`src/rtl/mixmul.sv`:
```
module mixmul #(
  parameter int W = 16
) (
  input  logic           clk,
  input  logic           rst_n,
  input  logic           in_vld,
  input  logic [W-1:0]   a,
  input  logic [W-1:0]   b,
  input  logic [1:0]     sgn_mode,
  output logic           prod_vld,
  output logic [2*W-1:0] prod
);
  localparam int XW = W + 1;
  localparam int PW = 2 * XW;

  logic signed [XW-1:0] a_x, b_x;
  logic signed [PW-1:0] full;

  assign a_x  = {sgn_mode[0] & a[W-1], a};
  assign b_x  = {sgn_mode[1] & b[W-1], b};
  assign full = a_x * b_x;

  always_ff @(posedge clk or negedge rst_n) begin
    if (!rst_n) begin
      prod_vld <= 1'b0;
      prod     <= '0;
    end else begin
      prod_vld <= in_vld;
      if (in_vld) prod <= full[2*W-1:0];
    end
  end


  a_r2_vld_follows: assert property (@(posedge clk) disable iff (!rst_n)
    prod_vld == $past(in_vld));

  a_r7_hold: assert property (@(posedge clk) disable iff (!rst_n)
    !in_vld |=> $stable(prod));
  // unsigned products are never negative at full width
  a_r4_unsigned_nonneg: assert property (@(posedge clk) disable iff (!rst_n)
    (in_vld && sgn_mode == 2'b00) |-> !full[PW-1]);
  // zero operand yields zero product
  a_r3_zero_operand: assert property (@(posedge clk) disable iff (!rst_n)
    (in_vld && (a == '0 || b == '0)) |=> prod == '0);
  // sign of signed-signed product
  a_r5_sign: assert property (@(posedge clk) disable iff (!rst_n)
    (in_vld && sgn_mode == 2'b11 && a != '0 && b != '0)
      |-> full[PW-1] == (a[W-1] ^ b[W-1]));
endmodule

```
`config.mk`:
```
export PLATFORM = sky130hd
export DESIGN_NAME = mixmul
export DESIGN_NICKNAME = d
export VERILOG_FILES = /design/src/rtl/mixmul.sv
export SDC_FILE = /design/constraint.sdc
export NUM_CORES = 1
export LEC_CHECK = 0
export CAP_MARGIN = 5
export CORE_MARGIN = 10
export CORE_UTILIZATION = 51
export CTS_BUF_LIST = sky130_fd_sc_hd__clkbuf_4 sky130_fd_sc_hd__clkbuf_8
export DETAILED_ROUTE_END_ITERATION = 8
export DONT_BUFFER_PORTS = 1
export PLACE_DENSITY = 0.76
export SYNTH_ARGS = -nofsm -noshare
export SYNTH_HDL_FRONTEND = slang
export SYNTH_SLANG_ARGS = --single-unit
```
`constraint.sdc`:
```
create_clock -name clk -period 1.25 [get_ports clk]
set_clock_uncertainty 0.15 [all_clocks]
set_input_delay 0 -clock clk [delete_from_list [all_inputs] [get_ports clk]]
set_output_delay 0 -clock clk [all_outputs]
set_load 0.1 [all_outputs]
```
Word-level counts from Yosys, hierarchy flattened
Index checks and enable logic that the tools add are counted.
W data, S select, Z words.
- register bits after elaboration: 33
- bits in latches: 0
- bits in writable memories: 0
- memory bits (read-only): 0
- output and inout port bits: 33
- logic and storage cells: 5
- memories: 0
- $add $sub $neg: 0
- $mul: 1
- div/mod/pow operators: 0
- order comparisons: 0
- equality and inequality tests: 0
- shifts and indexed selects: 0
- mux-type cells: 0
- bitwise operators: 2
- reduce and logical (&&, ||, !) cells: 0
- operators by type and width (kind ; count):
    $mul A17 B17 Y32 ; 1
    $and A1 B1 Y1 ; 2

Longest topological paths before layout
- depth in word-level cells: 2
- depth in mapped cells: 24

Worst setup path before layout
OpenSTA, ideal clock, no wires.
- path type: input -> register
- start point: input port a[15]
- end point: register prod[27]
- arrival: 5.458 ns
- setup slack: -4.484 ns
- stages: 24
- path buffers: 3
- cell sequence: clkbuf_1 > and2_1 > clkbuf_1 > nand2_1 > inv_1 > fa_1 > fa_1 > inv_1 > fa_1 > inv_1 > fa_1 > fa_1 > inv_1 > fa_1 > inv_1 > ha_1 > buf_2 > and3_1 > and2_1 > a2111oi_2 > a21oi_1 > nor2b_1 > xnor2_1 > mux2_2
- word-level cells in the longest chain between the ends: 2
- ends and longest elaborated chain (what ; RTL line ; text):
    from (decl) ; 7 ; input logic [W-1:0] a,
    $and A1 B1 Y1 ; 19 ; assign a_x = {sgn_mode[0] & a[W-1], a};
    $mul A17 B17 Y32 * ; 21 ; assign full = a_x * b_x;
    to (signal assigned) ; 29 ; if (in_vld) prod <= full[2*W-1:0];
    to (decl) ; 11 ; output logic [2*W-1:0] prod
Every way passes the cells marked *; elsewhere a longest branch is shown, timed or not.
A chain may end at the register's enable or synchronous reset.

Worst setup path in the final report
- start point: input port sgn_mode[0]
- end point: register prod[22]
- word-level cells in the longest chain between the ends: 2
- ends and longest elaborated chain (what ; RTL line ; text):
    from (decl) ; 9 ; input logic [1:0] sgn_mode,
    $and A1 B1 Y1 ; 19 ;
    $mul A17 B17 Y32 ; 21 ;
Every way passes these cells.

==> flow_metrics.py <==
metrics = {
    "clocking": {
        "cts_root_buf": "clkbuf_8",
        "cts_buffers": 5,
        "clk_latency_ns": 0.29,
        "h-tree-depth": 2,
        "clock_sinks": 33,
        "cts_tree": "built",
        "clk_pin_slew_ns": 0.07,
        "hold_buffers": 3,
        "clockBufferDepth": 2,
    },
    "synthesis": {
        "yosysSeqAreaShare_pct": 6.87,
        "synth-main-ff-cell": "dfrtp_1",
        "syn-instance-count": 1301,
        "synth.avg_cell_area_um2": 9.24,
        "synthTopCellsByArea": "fa_1 47%, inv_1 10%, ha_1 8.5%, and2_1 6.9%, dfrtp_1 6.9%",
        "netlist.area_leader.share_pct": 47.0,
        "async_flop_share_pct": 100,
        "synthTopCellsByCount": "330 x inv_1, 282 x fa_1, 153 x nand2_1",
        "ys_warn_count": 0,
        "yosysMostFrequentCell": "inv_1",
        "synth-edff-count": 0,
        "synth_top_cell_by_area": "fa_1",
        "synthDistinctLibCells": 57,
        "syn_nets": 1702,
        "ys_ff_latch": 33,
        "synth_area_mm2": 0.0120,
    },
    "timing": {
        "max_freq_mhz": 195,
        "hold_violations": 32,
        "drv_slew": 0,
        "rsz0062_at_grt": "yes",
        "fin_crit_ns": 5.14,
        "period_share_pct": 411,
        "setup_viol": 29,
        "holdWs_ns": -0.417,
        "relSlewSlack_pct": 70.9,
        "fin_ws_ns": -3.89,
        "worstMarginPinSlew_ns": 0.433,
    },
    "floorplan": {
        "die_area_mm2": 0.0301,
        "coreArea_mm2": 0.0233,
        "die_h_um": 174,
        "rows": 56,
        "start_util_pct": 51.5,
        "die_w_um": 174,
        "boundaryPins": 70,
    },
    "place": {
        "pre_cts_ws_ns": -4.18,
        "hpwl_mm": 24.8,
        "portBuffers": 0,
        "gp_congestion": 0.898,
    },
    "critical_path": {
        "crit_path_start": "sgn_mode[0]",
        "r2r_end": "prod[26]",
        "crit_path_end": "prod[22]",
        "worst_ep_arrival_time_ns": 5.17,
        "reg2reg_setup_slack_ns": 0.25,
        "r2r_start": "prod[26]",
        "r2r_cells": 3,
        "end_kind": "flip-flop",
        "worstSetupPathType": "in -> reg",
        "setup.worst_path.start_class": "input pin",
        "path_common_cell": "fa_1",
        "required_ns": 1.28,
        "cp_max_fo": 11,
        "crit_path_cell_trace": "and2_4, nand2_4, inv_2, fa_1, inv_2, fa_1, inv_1, fa_1, fa_1, fa_1, inv_2, fa_1, inv_2, ha_4, and4_4, and2_4, nand3_4, a211oi_4, and3b_2, xnor2_1, mux2_4",
        "max_stage_delay_ns": 0.58,
        "crit_slowest_cell": "fa_1",
    },
    "flow_run": {
        "drv_cap": 0,
    },
    "detailed_routing": {
        "antenna_left": 0,
        "dr.first_iter.drc_count": 524,
        "drcViolationCount": 0,
        "dr.pass1.iters": 5,
        "post_drt_wl_per_cell_um": 18.2,
        "wirelength_mm": 31.8,
        "viasPerCell": 5.28,
        "vias": 9231,
    },
    "run_status": {
        "outcome": "complete, but fails checks",
        "violations": "hold timing, setup timing",
    },
    "global_route": {
        "antenna_found_initial": 0,
        "grt_overflow": 0,
        "grt_usage_pct": 21.2,
        "grt_start_max_net_pins": 49,
        "grt_pass1_vias": 10600,
        "grt_pass1_wl_mm": 52.6,
    },
    "hold_path": {
        "hp-start": "in_vld",
        "hold_class": "in -> reg",
    },
    "finish": {
        "final_nets": 1829,
        "syn2layout_area_growth_pct": 23.7,
        "drive_gt1_share_pct": 29.2,
        "diodes": 0,
    },
}
registers in the layout, summed over array words and instances, names as in the netlist:
register,flops
prod,32
prod_vld,1
critical path, delay by kind of cell:
family	cells	cell delay, ns
AND/OR/NAND/NOR	6	0.99
AO/OA/AOI/OAI	1	0.24
XOR/XNOR	1	0.13
adder cells (fa/ha/maj)	7	3.30
buffers and inverters	5	0.26
multiplexers	1	0.25
cell families (layout without fill, tap and decap cells):
logic type | after synthesis | after routing | synth area share [%]
xor gates and xnor gates | 34 | 34 | 2.48
adders and majority gates | 364 | 364 | 55.5
buffers and inverters | 383 | 511 | 12.0
AOI/OAI and AO/OA | 96 | 96 | 5.66
muxes | 22 | 22 | 2.04
and+or+nand+nor | 369 | 369 | 15.5
DFF | 33 | 33 | 6.87
worst min path at each step:
stage               endpoint  slack (ns)  cells past startpoint
finish              prod_vld       -0.42                      0
global route        prod_vld       -0.44                      0
CTS                 prod_vld       -0.43                      0
detailed placement   prod[5]       -0.44                      0
global placement     prod[5]       -0.44                      0
floorplan            prod[0]       -0.45                      0
per-layer routing:
| metal | global-route usage [%] | vias up | wire length (um) |
|---|---|---|---|
| met5 | 0 | - | 0 |
| met2 | 41.1 | 280 | 17600 |
| li1 | - | 4076 | - |
| met4 | 6.90 | 0 | 1210 |
| met1 | 23.6 | 4786 | 11600 |
| met3 | 2.33 | 89 | 1310 |
metrics by stage:
stage          setup TNS (ns)  std cells  instance area, um^2  util (%)
4_1_cts                -88.04       1738                14500      62.3
3_3_place_gp           -96.96       1709                13900      59.4
2_1_floorplan          -94.90       1301                12900         -
6_report               -89.20       1748                14900      63.7
3_5_place_dp           -98.86       1709                13900      59.4
5_1_grt                -92.26       1748                14900      63.7
area by class of cell:
cell class                      instances  area (um^2)
Multi-Input combinational cell        885        10900
Fill cell                            1761         8460
Timing Repair Buffer                  173         1420
Inverter                              330         1240
Sequential cell                        33          830
Tap cell                              319          399
Clock buffer                            7         96.3
Clock inverter                          1         5.00
cell usage in the layout (no fill, tap or decap), drive strengths merged, types with 3 or more instances in the layout:
master,instances
a31oi,3
ha,82
and3,12
nand4,6
nor2b,5
o21a,6
fa,282
o21ai,18
nand3,13
inv,329
o21bai,3
or2,6
dfrtp,33
clkbuf,7
a21o,15
xor2,5
nand2,154
xnor2,29
a211oi,6
a21oi,25
mux2,20
and2,132
buf,171
nor3,4
nor2,26
timing repair:
action | in CTS | in global routing
pin swaps | 73 | 76
setup buffers | 18 | 15
hold endpoints to repair | 66 | 32
endpoints found under the setup margin | 29 | 29
resized for setup | 97 | 76
gates cloned | 0 | 0
Power is left out: the tool's default activity adds up to more than one toggle a clock period on the data nets, which glitch-free logic cannot reach.
